[config.mk]
export PLATFORM = sky130hd
export DESIGN_NAME = uart_dma_req_gen
export DESIGN_NICKNAME = d
export VERILOG_FILES = /design/src/rtl/uart_dma_pkg.sv /design/src/rtl/uart_dma_trig_dec.sv /design/src/rtl/uart_dma_mode_dec.sv /design/src/rtl/uart_dma_rx_cond.sv /design/src/rtl/uart_dma_tx_cond.sv /design/src/rtl/uart_dma_req_latch.sv /design/src/rtl/uart_dma_req_gen.sv
export SDC_FILE = /design/constraint.sdc
export NUM_CORES = 1
export LEC_CHECK = 0
export BUFFER_PORTS_ARGS = -buffer_cell sky130_fd_sc_hd__buf_2
export CELL_PAD_IN_SITES_DETAIL_PLACEMENT = 1
export CELL_PAD_IN_SITES_GLOBAL_PLACEMENT = 1
export CORE_MARGIN = 2
export CORE_UTILIZATION = 36
export CTS_CLUSTER_SIZE = 14
export DETAILED_ROUTE_END_ITERATION = 10
export PLACE_DENSITY_LB_ADDON = 0.1
export SLEW_MARGIN = 20
export SYNTH_ARGS = -nofsm -noshare
export SYNTH_HDL_FRONTEND = slang
export SYNTH_HIERARCHICAL = 1
export SYNTH_SLANG_ARGS = --single-unit
[constraint.sdc]
create_clock -name clk -period 4.59 [get_ports clk]
set_input_delay 0.918 -clock clk [delete_from_list [all_inputs] [get_ports clk]]
set_output_delay 0.918 -clock clk [all_outputs]
set_load 0.01 [all_outputs]
[src/rtl/uart_dma_pkg.sv]
// Shared types for the UART DMA request generator.
package uart_dma_pkg;
    // Per-direction request mode: eager (0) or batched (1).
    typedef enum logic {
        REQ_MODE_EAGER = 1'b0,
        REQ_MODE_BATCH = 1'b1
    } req_mode_e;
endpackage

[src/rtl/uart_dma_trig_dec.sv]
// Receive trigger threshold decoder.
// Turns the 2-bit trigger code into a count threshold, using one of two
// tables chosen by the FIFO depth select.
// Assumes CNT_W can hold DEEP_DEPTH.
module uart_dma_trig_dec #(
    parameter int SHALLOW_DEPTH = 16,
    parameter int DEEP_DEPTH    = 64,
    parameter int CNT_W         = $clog2(DEEP_DEPTH + 1)
) (
    input  logic             clk,
    input  logic             rst_n,
    input  logic             deep_fifo,
    input  logic [1:0]       trig_code,
    output logic [CNT_W-1:0] trig_lvl,
    output logic [CNT_W-1:0] depth
);
    // Levels for codes 1..3 of each table; code 0 is always one entry.
    localparam int SH_L1 = SHALLOW_DEPTH / 4;
    localparam int SH_L2 = SHALLOW_DEPTH / 2;
    localparam int SH_L3 = SHALLOW_DEPTH - 2;
    localparam int DP_L1 = DEEP_DEPTH / 4;
    localparam int DP_L2 = DEEP_DEPTH / 2;
    localparam int DP_L3 = DEEP_DEPTH - 8;

    // Look up the threshold in the table that the depth select picks.
    always_comb begin
        unique case (trig_code)
            2'd0:    trig_lvl = CNT_W'(1);
            2'd1:    trig_lvl = deep_fifo ? CNT_W'(DP_L1) : CNT_W'(SH_L1);
            2'd2:    trig_lvl = deep_fifo ? CNT_W'(DP_L2) : CNT_W'(SH_L2);
            default: trig_lvl = deep_fifo ? CNT_W'(DP_L3) : CNT_W'(SH_L3);
        endcase
    end

    // Report the depth of the FIFO mode in use, for the full test.
    always_comb depth = deep_fifo ? CNT_W'(DEEP_DEPTH) : CNT_W'(SHALLOW_DEPTH);

    AST_TRIG_IN_RANGE: assert property (@(posedge clk) disable iff (!rst_n)
        (trig_lvl >= CNT_W'(1)) && (trig_lvl <= depth));
    AST_TRIG_CODE0_ONE: assert property (@(posedge clk) disable iff (!rst_n)
        (trig_code == 2'd0) |-> (trig_lvl == CNT_W'(1)));
endmodule

[src/rtl/uart_dma_mode_dec.sv]
// DMA mode decoder.
// Maps the select bit and the 2-bit extension field to a per-direction
// request mode, and flags every combination outside the four legal ones.
module uart_dma_mode_dec
    import uart_dma_pkg::*;
(
    input  logic       clk,
    input  logic       rst_n,
    input  logic       dma_sel,
    input  logic [1:0] dma_ext,
    output req_mode_e  rx_mode,
    output req_mode_e  tx_mode,
    output logic       bad
);
    // Decode the four legal combinations; default everything else to bad.
    always_comb begin
        rx_mode = REQ_MODE_EAGER;
        tx_mode = REQ_MODE_EAGER;
        bad     = 1'b0;
        unique case ({dma_sel, dma_ext})
            3'b0_00: ;
            3'b1_00: begin
                rx_mode = REQ_MODE_BATCH;
                tx_mode = REQ_MODE_BATCH;
            end
            3'b0_01: tx_mode = REQ_MODE_BATCH;
            3'b1_10: rx_mode = REQ_MODE_BATCH;
            default: bad = 1'b1;
        endcase
    end

    AST_EXT11_BAD: assert property (@(posedge clk) disable iff (!rst_n)
        (dma_ext == 2'b11) |-> bad);
    AST_SPLIT_EXCLUSIVE: assert property (@(posedge clk) disable iff (!rst_n)
        (!bad && (rx_mode != tx_mode)) |-> (dma_ext != 2'b00));
endmodule

[src/rtl/uart_dma_rx_cond.sv]
// Receive request condition logic.
// Works out the set and release conditions of the receive request from the
// occupancy, the trigger threshold, the timeout pulse, the mode and the width.
module uart_dma_rx_cond
    import uart_dma_pkg::*;
#(
    parameter int CNT_W = 7
) (
    input  logic             clk,
    input  logic             rst_n,
    input  logic [CNT_W-1:0] cnt,
    input  logic [CNT_W-1:0] trig_lvl,
    input  logic             timeout,
    input  req_mode_e        mode,
    input  logic             wide,
    output logic             set,
    output logic             rel
);
    localparam logic [CNT_W-1:0] MIN_WIDE = CNT_W'(2);

    logic enough;   // at least one transfer unit is stored
    logic event_hit;

    // Minimum stored count for one transfer of the selected width.
    always_comb enough = wide ? (cnt >= MIN_WIDE) : (cnt != '0);

    // Batched mode waits for the threshold or a timeout.
    always_comb event_hit = (cnt >= trig_lvl) || timeout;

    // Set once a unit is stored (plus the event in batched mode); release
    // once less than a unit remains.
    always_comb begin
        if (mode == REQ_MODE_BATCH) set = enough && event_hit;
        else                        set = enough;
        rel = !enough;
    end

    AST_RX_WIDE_PAIR: assert property (@(posedge clk) disable iff (!rst_n)
        (wide && set) |-> (cnt >= MIN_WIDE));
    AST_RX_BATCH_WAIT: assert property (@(posedge clk) disable iff (!rst_n)
        (mode == REQ_MODE_BATCH && !timeout && cnt < trig_lvl) |-> !set);
endmodule

[src/rtl/uart_dma_tx_cond.sv]
// Transmit request condition logic.
// The request sets on an empty FIFO. It releases at one or two stored
// entries in eager mode, and only at the full mark in batched mode.
module uart_dma_tx_cond
    import uart_dma_pkg::*;
#(
    parameter int CNT_W = 7
) (
    input  logic             clk,
    input  logic             rst_n,
    input  logic [CNT_W-1:0] cnt,
    input  logic [CNT_W-1:0] depth,
    input  req_mode_e        mode,
    input  logic             wide,
    output logic             set,
    output logic             rel
);
    logic [CNT_W-1:0] eager_mark;

    // Stored count at which eager mode stops asking.
    always_comb eager_mark = wide ? CNT_W'(2) : CNT_W'(1);

    // Set on empty; release at the mark that the mode selects.
    always_comb begin
        set = (cnt == '0);
        if (mode == REQ_MODE_BATCH) rel = (cnt >= depth);
        else                        rel = (cnt >= eager_mark);
    end

    AST_TX_SET_EMPTY: assert property (@(posedge clk) disable iff (!rst_n)
        set |-> (cnt == '0));
    AST_TX_BATCH_FULL: assert property (@(posedge clk) disable iff (!rst_n)
        (mode == REQ_MODE_BATCH && rel) |-> (cnt >= depth));
endmodule

[src/rtl/uart_dma_req_latch.sv]
// Request set/release register.
// One flop per request. A clear or a release takes priority over a set,
// and the flop holds its value when nothing applies.
module uart_dma_req_latch (
    input  logic clk,
    input  logic rst_n,
    input  logic clr,
    input  logic set,
    input  logic rel,
    output logic req_q
);
    // Update the request with clear > release > set > hold priority.
    always_ff @(posedge clk) begin
        if (!rst_n || clr) req_q <= 1'b0;
        else if (rel)      req_q <= 1'b0;
        else if (set)      req_q <= 1'b1;
    end

    AST_CLEAR_TAKES: assert property (@(posedge clk) disable iff (!rst_n)
        clr |=> !req_q);
    AST_RELEASE_WINS: assert property (@(posedge clk) disable iff (!rst_n)
        rel |=> !req_q);
    AST_RISE_NEEDS_SET: assert property (@(posedge clk) disable iff (!rst_n)
        $rose(req_q) |-> $past(set));
    AST_HOLD_IDLE: assert property (@(posedge clk) disable iff (!rst_n)
        (!clr && !set && !rel) |=> $stable(req_q));
endmodule

[src/rtl/uart_dma_req_gen.sv]
// UART FIFO DMA request generator (top).
// Decodes the configuration, forms the per-direction set and release
// conditions, and keeps one request register per direction. A prohibited
// mode gates both outputs low at once and clears the registers.
// Assumes configuration changes come together with cfg_reinit.
module uart_dma_req_gen
    import uart_dma_pkg::*;
#(
    parameter int SHALLOW_DEPTH = 16,
    parameter int DEEP_DEPTH    = 64,
    parameter int CNT_W         = $clog2(DEEP_DEPTH + 1)
) (
    input  logic             clk,
    input  logic             rst_n,
    input  logic             cfg_reinit,
    input  logic             deep_fifo,
    input  logic [1:0]       trig_code,
    input  logic             dma_sel,
    input  logic [1:0]       dma_ext,
    input  logic             wide_xfer,
    input  logic [CNT_W-1:0] rx_count,
    input  logic [CNT_W-1:0] tx_count,
    input  logic             rx_timeout,
    output logic             rx_req,
    output logic             tx_req,
    output logic             cfg_bad
);
    localparam int N_DIR = 2;   // index 0: receive, 1: transmit

    logic [CNT_W-1:0] trig_lvl;
    logic [CNT_W-1:0] depth;
    req_mode_e        rx_mode;
    req_mode_e        tx_mode;
    logic             bad;
    logic [N_DIR-1:0] set_v;
    logic [N_DIR-1:0] rel_v;
    logic [N_DIR-1:0] req_v;
    logic             clr_all;

    uart_dma_trig_dec #(
        .SHALLOW_DEPTH(SHALLOW_DEPTH),
        .DEEP_DEPTH   (DEEP_DEPTH),
        .CNT_W        (CNT_W)
    ) u_trig (
        .clk      (clk),
        .rst_n    (rst_n),
        .deep_fifo(deep_fifo),
        .trig_code(trig_code),
        .trig_lvl (trig_lvl),
        .depth    (depth)
    );

    uart_dma_mode_dec u_mode (
        .clk    (clk),
        .rst_n  (rst_n),
        .dma_sel(dma_sel),
        .dma_ext(dma_ext),
        .rx_mode(rx_mode),
        .tx_mode(tx_mode),
        .bad    (bad)
    );

    uart_dma_rx_cond #(.CNT_W(CNT_W)) u_rx_cond (
        .clk     (clk),
        .rst_n   (rst_n),
        .cnt     (rx_count),
        .trig_lvl(trig_lvl),
        .timeout (rx_timeout),
        .mode    (rx_mode),
        .wide    (wide_xfer),
        .set     (set_v[0]),
        .rel     (rel_v[0])
    );

    uart_dma_tx_cond #(.CNT_W(CNT_W)) u_tx_cond (
        .clk  (clk),
        .rst_n(rst_n),
        .cnt  (tx_count),
        .depth(depth),
        .mode (tx_mode),
        .wide (wide_xfer),
        .set  (set_v[1]),
        .rel  (rel_v[1])
    );

    // Clear the request state on a reinit strobe or a prohibited mode.
    always_comb clr_all = cfg_reinit || bad;

    // One set/release register per direction.
    for (genvar d = 0; d < N_DIR; d++) begin : g_dir
        uart_dma_req_latch u_latch (
            .clk  (clk),
            .rst_n(rst_n),
            .clr  (clr_all),
            .set  (set_v[d]),
            .rel  (rel_v[d]),
            .req_q(req_v[d])
        );
    end

    // Gate the outputs at once while the mode is prohibited.
    always_comb begin
        rx_req  = req_v[0] && !bad;
        tx_req  = req_v[1] && !bad;
        cfg_bad = bad;
    end

    AST_BAD_QUIET: assert property (@(posedge clk) disable iff (!rst_n)
        cfg_bad |-> (!rx_req && !tx_req));
    AST_RX_EMPTY_DROP: assert property (@(posedge clk) disable iff (!rst_n)
        (rx_count == '0) |=> !rx_req);
    AST_TX_FULL_DROP: assert property (@(posedge clk) disable iff (!rst_n)
        (tx_count >= depth) |=> !tx_req);
endmodule

# [After elaboration in Yosys (flattened, before gate mapping)]
# Cells that the tools add are included.
[classes] muxes=12 reduce_logical=16 bitwise=1 n_lt_le_gt_ge=4 eq_ne=5
[op_table] cell="$ge 7x7->1" n=3
[op_table] cell="$pmux 7 s3" n=1
[op_table] cell="$mux 6" n=2
[op_table] cell="$reduce_or 2->1" n=4
[op_table] cell="$ge 7x2->1 const B" n=1
[op_table] cell="$logic_not 7->1" n=1
[op_table] cell="$mux 7" n=1
[op_table] cell="$reduce_bool 7->1" n=1
[op_table] cell="$eq 3x3->1 const B" n=2
[op_table] cell="$mux 1" n=6
[op_table] cell="$mux 5" n=1
[op_table] cell="$reduce_or 4->1" n=1
[op_table] cell="$eq 3x1->1 const B" n=1
[op_table] cell="$logic_and 1x1->1" n=3
[op_table] cell="$logic_not 3->1" n=1
[op_table] cell="$logic_or 1x1->1" n=3
[op_table] cell="$eq 2x1->1 const B" n=1
[op_table] cell="$eq 2x2->1 const B" n=1
[op_table] cell="$logic_not 2->1" n=1
[op_table] cell="$mux 2" n=1
[op_table] cell="$logic_not 1->1" n=1
[op_table] cell="$not 1->1" n=1
[word_totals] regBits=2 input_bits=25

# [Logic depth before layout (Yosys ltp)]
# Gate-level depths: netlist of run 1.
[logic_depth] ltp_word=6 depth_mapped=10

# [By module]
# Netlist of run 1, hierarchy kept.
[by_module_without_submodules] module="uart_dma_tx_cond" area_per_inst_um2=260.2 cells_each=33 instances=1
[by_module_without_submodules] module="uart_dma_rx_cond" area_per_inst_um2=211.5 cells_each=28 instances=1
[by_module_without_submodules] module="uart_dma_trig_dec" area_per_inst_um2=105.1 cells_each=16 instances=1
[by_module_without_submodules] module="uart_dma_req_latch" area_per_inst_um2=38.8 cells_each=3 instances=2
[by_module_without_submodules] module="uart_dma_mode_dec" area_per_inst_um2=33.8 cells_each=4 instances=1
[by_module_without_submodules] module="uart_dma_req_gen" area_per_inst_um2=23.8 cells_each=3 instances=1

# [Worst setup path before layout of run 1]
# OpenSTA, ideal clock, no wires.
[synth_path] path_kind="in2out" from="input dma_sel" to="output rx_req" cell_stages=2 required_time_ns=3.672 n_path_buf=0 path_slack_ns=2.210 t_arrival_ns=1.462 path_cell_list="mux2_4 and2b_2"
[synth_between] elab_chain_len=3 word_cells_on_any_way=6 cone_classes="eq/ne: 3; reduce/logical: 3"
[synth_rtl] item="from (decl)" line_no="uart_dma_req_gen.sv:18" rtl="input logic dma_sel,"
[synth_rtl] item="$eq 3x3->1 (tied with other cells)" line_no="uart_dma_mode_dec.sv:20" rtl="unique case ({dma_sel, dma_ext})"
[synth_rtl] item="$reduce_or 4->1 (no line) (*)"
[synth_rtl] item="$logic_and 1x1->1 (*)" line_no="uart_dma_req_gen.sv:103" rtl="rx_req = req_v[0] && !bad;"
[synth_rtl] item="to (decl)" line_no="uart_dma_req_gen.sv:24" rtl="output logic rx_req,"
# Every way passes the cells marked *; elsewhere a longest branch is shown, timed or not.

# [Worst setup path after layout of run 1]
[layout_path] from="input dma_sel" to="output tx_req"
[layout_between] elab_chain_len=3 word_cells_on_any_way=6 cone_classes="eq/ne: 3; reduce/logical: 3"
[layout_rtl] item="$eq 3x3->1 (tied with other cells)" line_no="uart_dma_mode_dec.sv:20"
[layout_rtl] item="$reduce_or 4->1 (no line) (*)"
[layout_rtl] item="$logic_and 1x1->1 (*)" line_no="uart_dma_req_gen.sv:104" rtl="tx_req = req_v[1] && !bad;"
[layout_rtl] item="to (decl)" line_no="uart_dma_req_gen.sv:25" rtl="output logic tx_req,"
# Marks and branches as above.

==> results of run 1 <==
==> worst reg2reg max path, cell delays in order, from the launching register on <==
cell,delay (ns)
dfxtp_1,0.33
nor2_1,0.06
nor4b_2,0.19
==> per-stage QoR <==
stage | hold WS [ns] | utilization [%]
4_1_cts | 0.543 | 45.2
3_3_place_gp | 0.520 | 44.1
2_1_floorplan | 0.506 | -
6_report | 0.546 | 45.2
3_5_place_dp | 0.535 | 44.1
5_1_grt | 0.571 | 45.2
==> cell type report <==
cell class              instances  share of cell area (%)
clock buffers                   3                    2.59
inverters                      17                    7.34
multi-input cells              69                    66.0
flip-flops and latches          2                    4.60
well taps                      27                    3.88
repair buffers                 27                    15.5
==> cell usage after synthesis, types with 2 or more instances <==
cell type | number | area share [%]
a211oi_1 | 3 | 3.2
and2_1 | 2 | 1.8
and2b_2 | 2 | 2.5
buf_4 | 7 | 7.4
dfxtp_1 | 2 | 5.6
ha_1 | 16 | 28
inv_1 | 17 | 9.0
nand2b_1 | 2 | 1.8
nand4_1 | 2 | 1.8
nor2_1 | 11 | 5.8
nor2b_1 | 2 | 1.8
nor3_1 | 2 | 1.4
nor4b_2 | 2 | 4.2
o21ai_0 | 2 | 1.4
or3_1 | 2 | 1.8
==> report_power, final <==
part	switching, mW	internal [mW]	total, mW
registers	0.000266	0.0180	0.0182
logic	0.0285	0.0281	0.0565
clock network	0.0106	0.0289	0.0395
==> routing by layer <==
layer / track usage (%) / up-vias / wire [µm]
li1: - / 347 / -
met1: 19.2 / 291 / 715
met2: 24.5 / 22 / 717
met3: 1.23 / 0 / 86
met4: 8.57 / 0 / 0
met5: 0 / - / 0
==> how the worst min path moves through the flow <==
stage,startpoint,endpoint,slack [ns],cells after the start
4_1_cts,g_dir[1].u_latch/req_q$_SDFFE_PP0P_,g_dir[1].u_latch/req_q$_SDFFE_PP0P_,0.54,2
6_report,g_dir[1].u_latch/req_q$_SDFFE_PP0P_,g_dir[1].u_latch/req_q$_SDFFE_PP0P_,0.55,2
5_1_grt,g_dir[1].u_latch/req_q$_SDFFE_PP0P_,g_dir[1].u_latch/req_q$_SDFFE_PP0P_,0.57,2
3_5_place_dp,g_dir[1].u_latch/req_q$_SDFFE_PP0P_,g_dir[1].u_latch/req_q$_SDFFE_PP0P_,0.54,2
3_3_place_gp,g_dir[1].u_latch/req_q$_SDFFE_PP0P_,g_dir[1].u_latch/req_q$_SDFFE_PP0P_,0.52,2
2_1_floorplan,g_dir[1].u_latch/req_q$_SDFFE_PP0P_,g_dir[1].u_latch/req_q$_SDFFE_PP0P_,0.51,2
==> cell families after synthesis <==
logic type	synth area share (%)
simple gates	30.2
fa+ha+maj	28.1
buf+inv	16.3
other cells	0.527
mux	2.11
compound gates	15.8
xor+xnor	1.23
flops	5.62
==> flow_summary.yaml, run 1 <==
sta:
  max_freq_mhz: 386
  fin_tns_setup_ns: 0
  fin_ws_ns: 2.00
  worst_clock_skew_ns: 0
  finalCritPeriodShare_pct: 56.4
  rsz0062_at_grt: "false"
  finalSetupViolCount: 0
  fin_crit_ns: 2.59
  finalHoldViolations: 0
  drv_slew: 0
synthesis:
  synth_edf_count: 0
  synth-async-reset-ratio_pct: 0
  ys_types: 31
  ys.flop_type: "dfxtp_1"
  ys_ff_latch: 2
  yosysWarnings: 6
  avgSynthCellArea_um2: 7.91
  syn-cell-area_um2: 712
  synth_seq_area_share_pct: 5.62
  syn_inst: 90
clocking:
  cts_setup_buffers: 0
  cts.sinks: 2
  cts-root-buf: "clkbuf_4"
  cts_hold_buf: 0
  cts_max_path_buffers: 2
  cts_tree: "yes"
  clock_latency_ns: 0.22
  clk_pin_slew_worst_paths_ns: 0.03
  cts_buffers: 3
  htree_levels: 1
  cts_resized: 0
drt:
  drt_iter0_drc: 1
  wl_per_cell_um: 10.5
  vias: 660
  ant_nets: 0
  first_pass_iters: 2
  drc: 0
  routed_wl_mm: 1.52
  avgViaCountPerCell: 4.55
global_routing:
  grt_max_degree: 6
  first_global_vias: 707
  grt_usage_pct: 14.9
  antenna_found_initial: 0
  grt_pass1_wl_mm: 2.79
  gr-total-overflow: 0
worst_setup_path:
  arrival_ns: 1.67
  cp_top_family: "multiplexers"
  r2r-end: "g_dir[0].u_latch/req_q$_SDFFE_PP0P_"
  path_buf_inv: 2
  cp-endpoint: "tx_req"
  cpMaxStageDelayCell: "mux2_4"
  cpMostUsedCell: "buf_2"
  critPathLaunch: "dma_sel"
  crit_cells: 4
  critical_path_required_ns: 3.67
  cp_slowest_stage_delay_ns: 0.31
  r2r_start: "g_dir[0].u_latch/req_q$_SDFFE_PP0P_"
  worstRegToRegCells: 2
  worstSetupPathType: "in2out"
  worst_setup_path_end_kind: "output pin"
  startpoint_type: "input port"
  worst-path-max-fanout: 4
  crit_chain: "buf_2, mux2_4, and2b_2, buf_2"
  r2r_setup_slack_ns: 3.93
final_layout:
  largestRegisters: "g_dir.u_latch/req_q x2"
  n_fill_cell: 272
  final-seq-area_um2: 40.0
  area_delta_synth_final_pct: 22.1
  antenna_cells: 0
  drive_above_1_share_pct: 35.6
  multiInputGateArea_um2: 574
  design_area_um2: 870
  fin_cells: 145
  nets: 161
  largest_reg_flops: 2
  final_cell_mix: "buf_2, inv_1, ha_1"
  final_common_cell: "buf_2"
  top_register: "g_dir.u_latch/req_q"
placement:
  gp_congestion: 0.764
  placedCellCount: 142
  port_buffers: 27
  dp.final_hpwl_mm: 1.41
  place_area_um2: 847
  pre_cts_ws_ns: 2.00
power_and_ir_drop:
  p_leak_nw: 0.432
  total_power_mw: 0.114
  power_density_nw_per_um2: 131
  vdd_ir_drop_max_uv: 57.3
die:
  dieWidth_um: 48.5
  die_h_um: 48.5
  placementRows: 16
  core-area_um2: 1920
  dieArea_um2: 2350
  initial_core_util_pct: 37.0
  io_pins: 28
run_status:
  status: "complete, no violations"
flow_run:
  maxCapViolCount: 0
min_path:
  hold_class: "reg2reg"
No activity file was read; power rests on OpenSTA's default activity.
==> run 2, diff against run 1 <==
ABC_AREA = 1   (was not set)
CORE_UTILIZATION = 31   (was 36)
clock period = 2.6 ns   (was 4.59 ns; I/O delays follow)
==> run 2 against run 1 <==
Worst hold slack got worse by 0.062 ns. Die area increased by 18%. First-iteration DRC count increased to 5.0 times the previous value. Final area increased by 2.4%.
==> flow_summary.yaml, run 2 <==
die:
  dieWidth_um: 52.6
  io_pins: 28
  die_h_um: 52.6
  initial_core_util_pct: 33.1
  core-area_um2: 2210
  placementRows: 17
  dieArea_um2: 2770
power_and_ir_drop:
  power_density_nw_per_um2: 226
  p_leak_nw: 0.564
  vdd_ir_drop_max_uv: 261
clocking:
  cts_resized: 0
  cts.sinks: 2
  cts-root-buf: "clkbuf_4"
  cts_setup_buffers: 0
  cts_hold_buf: 0
  cts_tree: "yes"
  clock_latency_ns: 0.23
  htree_levels: 1
  clk_pin_slew_worst_paths_ns: 0.03
  cts_buffers: 3
  cts_max_path_buffers: 2
synthesis:
  synth-async-reset-ratio_pct: 0
  yosysWarnings: 6
  yosysMostFrequentCell: "inv_1"
  synth.area.top_cells: "ha_1, inv_1, nand2_1"
  avgSynthCellArea_um2: 5.50
  syn_inst: 133
  synth_edf_count: 0
  ys_ff_latch: 2
  yosys-top-cells-count: "inv_1, nand2_1, nor2_1, ha_1, buf_4"
  ys_types: 15
  ys.flop_type: "dfxtp_1"
  synth_top_area_share_pct: 27.4
  synth_seq_area_share_pct: 5.47
  yosysTopAreaCell: "ha_1"
  syn-cell-area_um2: 732
sta:
  finalSetupViolCount: 0
  finalHoldViolations: 0
  max_freq_mhz: 595
  worst_clock_skew_ns: 0
  finalCritPeriodShare_pct: 64.6
  fin_tns_setup_ns: 0
  fin_crit_ns: 1.68
  drv_slew: 0
  rsz0062_at_grt: "false"
global_routing:
  gr-total-overflow: 0
  antenna_found_initial: 0
  grt_max_degree: 8
  grt_usage_pct: 12.5
  first_global_vias: 737
  met2_usage_pct: 25.6
  grt_pass1_wl_mm: 2.64
  met1_usage_pct: 13.2
  use_met3_pct: 2.57
  grt.busiest_layer: "met2"
drt:
  drc: 0
  routed_wl_mm: 1.60
  first_pass_iters: 4
  drt_iter0_drc: 5
  vias: 797
  wl_per_cell_um: 8.44
  avgViaCountPerCell: 4.22
  ant_nets: 0
worst_setup_path:
  critPathLaunch: "dma_sel"
  worst-path-max-fanout: 4
  r2r-end: "g_dir[0].u_latch/req_q$_SDFFE_PP0P_"
  critical_path_required_ns: 2.08
  r2r_start: "g_dir[0].u_latch/req_q$_SDFFE_PP0P_"
  startpoint_type: "input port"
  worstRegToRegCells: 2
  worstSetupPathType: "in2out"
  r2r_setup_slack_ns: 2.05
  cp-endpoint: "rx_req"
  arrival_ns: 1.16
  worst_setup_path_end_kind: "output pin"
min_path:
  hp-start: "g_dir[1].u_latch/req_q$_SDFFE_PP0P_"
  hold_class: "reg2reg"
final_layout:
  finalCoreUtilization_pct: 40.3
  top_register: "g_dir.u_latch/req_q"
  largest_reg_flops: 2
  largestRegisters: "g_dir.u_latch/req_q x2"
  antenna_cells: 0
  final_cell_mix: "inv_1, nand2_1, buf_2"
  nets: 204
  drive_above_1_share_pct: 20.5
  area_delta_synth_final_pct: 21.7
  final_common_cell: "inv_1"
run_status:
  status: "complete, no violations"
placement:
  dp.final_hpwl_mm: 1.50
  gp_congestion: 0.693
  port_buffers: 27
flow_run:
  maxCapViolCount: 0
## run 2: critical path, cell delays in order
cell,delay (ns)
buf_2,0.11
inv_1,0.06
nor2_2,0.04
nor2_1,0.21
nor2_1,0.08
buf_2,0.14
## run 2: worst min-delay path by stage
| stage | slack, ns | endpoint | depth (start not counted) |
|---|---|---|---|
| after floorplan | 0.45 | g_dir[0].u_latch/req_q$_SDFFE_PP0P_ | 2 |
| after global placement | 0.47 | g_dir[1].u_latch/req_q$_SDFFE_PP0P_ | 2 |
| after detailed placement | 0.49 | g_dir[1].u_latch/req_q$_SDFFE_PP0P_ | 2 |
| after CTS | 0.49 | g_dir[1].u_latch/req_q$_SDFFE_PP0P_ | 2 |
| after global routing | 0.52 | g_dir[1].u_latch/req_q$_SDFFE_PP0P_ | 2 |
| final | 0.48 | g_dir[1].u_latch/req_q$_SDFFE_PP0P_ | 2 |
## run 2: where the power goes
group,internal (mW),total [mW],switching [mW]
logic,0.0445,0.101,0.0563
clock network,0.0509,0.0684,0.0176
registers,0.0317,0.0320,0.000332
total,0.127,0.201,0.0742
## run 2: layout make-up
type                            instances  area (µm²)
Tap cell                               28        35.0
Multi-Input combinational cell         93         523
Fill cell                             346        1320
Sequential cell                         2        40.0
Inverter                               36         135
Clock buffer                            3        22.5
Timing Repair Buffer                   27         135
## run 2: metrics by stage
stage / hold WS (ns) / worst slack [ns] / std cells / cell area [µm²] / total power [mW]
global placement: 0.473 / 0.919 / 186 / 868 / 0.130
floorplan: 0.454 / 1.09 / 138 / 751 / 0.102
global route: 0.519 / 0.819 / 189 / 891 / 0.228
detailed placement: 0.486 / 0.862 / 186 / 868 / 0.135
CTS: 0.488 / 0.902 / 189 / 891 / 0.207
finish: 0.483 / 0.920 / 189 / 891 / 0.201
## run 2: logic make-up (layout without fill, tap and decap cells)
| kind of cell | Yosys count | after routing | share of synthesized area (%) |
|---|---|---|---|
| simple gates | 64 | 64 | 35.2 |
| buf+inv | 43 | 66 | 25.6 |
| fa+ha+maj | 16 | 16 | 27.4 |
| compound gates | 7 | 7 | 5.81 |
| flops | 2 | 2 | 5.47 |
| other cells | 1 | 6 | 0.512 |
## run 2: per-layer routing
metal,share of wire (%),up-vias
li1,-,436
met1,45,343
met2,50,18
met3,4.7,0
met4,0,0
met5,0,-
==> run 3, diff against run 2 <==
clock period = 1.6 ns   (was 2.6 ns; I/O delays follow)
==> run 3 against run 2 <==
Critical path depth is the same. Largest cell class unchanged. Critical path type unchanged. First-iteration DRC count shrank 60%. Largest power group unchanged. Final area is the same.
==> flow_summary.yaml, run 3 (synthesized netlist as in run 2, its figures left out) <==
run_status:
  status: "complete, no violations"
die:
  die_h_um: 52.6
  initial_core_util_pct: 33.1
  core-area_um2: 2210
  dieWidth_um: 52.6
  placementRows: 17
  dieArea_um2: 2770
  io_pins: 28
min_path:
  hold_class: "in2reg"
  min_path_cells: 3
clocking:
  cts_max_path_buffers: 2
  clk_pin_slew_worst_paths_ns: 0.03
  cts_hold_buf: 0
  htree_levels: 1
  clock_latency_ns: 0.23
  cts-root-buf: "clkbuf_4"
  cts.sinks: 2
  cts_setup_buffers: 0
  cts_resized: 0
  cts_buffers: 3
  cts_tree: "yes"
worst_setup_path:
  worstSetupPathType: "in2out"
  r2r_start: "g_dir[0].u_latch/req_q$_SDFFE_PP0P_"
  startpoint_type: "input port"
  r2r-end: "g_dir[0].u_latch/req_q$_SDFFE_PP0P_"
  worst_setup_path_end_kind: "output pin"
  arrival_ns: 0.96
  critPathLaunch: "dma_sel"
  cp-endpoint: "rx_req"
  worstRegToRegCells: 2
  r2r_setup_slack_ns: 1.05
  critical_path_required_ns: 1.28
  worst-path-max-fanout: 4
power_and_ir_drop:
  p_clk_share_pct: 34.3
  p_seq_share_pct: 15.9
  p_leak_nw: 0.564
  power_density_nw_per_um2: 368
  vdd_ir_drop_max_uv: 369
  p_comb_share_pct: 49.9
  p_int_mw: 0.206
  switching_power_mw: 0.121
  swShare_pct: 37.0
flow_run:
  maxCapViolCount: 0
final_layout:
  drive_above_1_share_pct: 20.5
  largest_reg_flops: 2
  top_register: "g_dir.u_latch/req_q"
  final_cell_mix: "inv_1, nand2_1, buf_2"
  n_fill_cell: 329
  design_area_um2: 891
  final_common_cell: "inv_1"
  area_delta_synth_final_pct: 21.7
  antenna_cells: 0
  nets: 204
  largestRegisters: "g_dir.u_latch/req_q x2"
placement:
  gp_congestion: 0.693
  port_buffers: 27
  place_area_um2: 868
  dp.final_hpwl_mm: 1.51
  pre_cts_ws_ns: 0.0716
global_routing:
  antenna_found_initial: 0
  gr-total-overflow: 0
  first_global_vias: 738
  grt_usage_pct: 13.0
  grt_max_degree: 8
  grt_pass1_wl_mm: 2.72
drt:
  avgViaCountPerCell: 4.26
  wl_per_cell_um: 8.52
  routed_wl_mm: 1.61
  first_pass_iters: 4
  drt_iter0_drc: 2
  vias: 805
  drc: 0
  ant_nets: 0
sta:
  finalSetupViolCount: 0
  fin_tns_setup_ns: 0
  worst_clock_skew_ns: 0
  finalHoldViolations: 0
  finalCritPeriodShare_pct: 80.3
  fin_ws_ns: 0.315
  rsz0062_at_grt: "false"
  drv_slew: 0
  fin_crit_ns: 1.28
  max_freq_mhz: 778
## run 3: worst max-delay path: stages
cell and delay (ns):
buf_2 0.11, inv_1 0.06, nor2_2 0.04, nor2_1 0.21
nor2_1 0.08, buf_2 0.14
## run 3: layout make-up
class	instances	area, µm²	share of cell area [%]
sequential	2	40.0	4.49
multi-input combinational	93	523	58.7
clock buffer	3	22.5	2.53
tap	28	35.0	3.93
timing repair buffer	27	135	15.2
inverter	36	135	15.2
## run 3: worst min path at each step
stage | from | endpoint | slack (ns)
after floorplan | g_dir[0].u_latch/req_q$_SDFFE_PP0P_ | g_dir[0].u_latch/req_q$_SDFFE_PP0P_ | 0.45
after global placement | g_dir[1].u_latch/req_q$_SDFFE_PP0P_ | g_dir[1].u_latch/req_q$_SDFFE_PP0P_ | 0.47
after detailed placement | g_dir[0].u_latch/req_q$_SDFFE_PP0P_ | g_dir[0].u_latch/req_q$_SDFFE_PP0P_ | 0.48
after CTS | rst_n | g_dir[0].u_latch/req_q$_SDFFE_PP0P_ | 0.35
after global routing | rst_n | g_dir[0].u_latch/req_q$_SDFFE_PP0P_ | 0.37
final | rst_n | g_dir[0].u_latch/req_q$_SDFFE_PP0P_ | 0.35
## run 3: power by group through the flow
stage	logic, mW	clock network, mW	registers [mW]
detailed placement	0.166	0	0.0527
floorplan	0.113	0	0.0525
CTS	0.168	0.118	0.0520
global route	0.196	0.127	0.0523
finish	0.164	0.112	0.0520
global placement	0.159	0	0.0527
## run 3: metal layers
metal | GRT usage [%] | wire length, µm
met1 | 13.8 | 723
met4 | 1.28 | 0
met5 | 0 | 0
met2 | 25.4 | 797
met3 | 3.71 | 89
## run 3: through the flow
step	cells	hold slack [ns]	utilization (%)	power, mW
CTS	189	0.346	40.3	0.338
floorplan	138	0.454	-	0.166
detailed placement	186	0.483	39.3	0.219
global placement	186	0.473	39.3	0.212
global route	189	0.367	40.3	0.376
finish	189	0.349	40.3	0.328
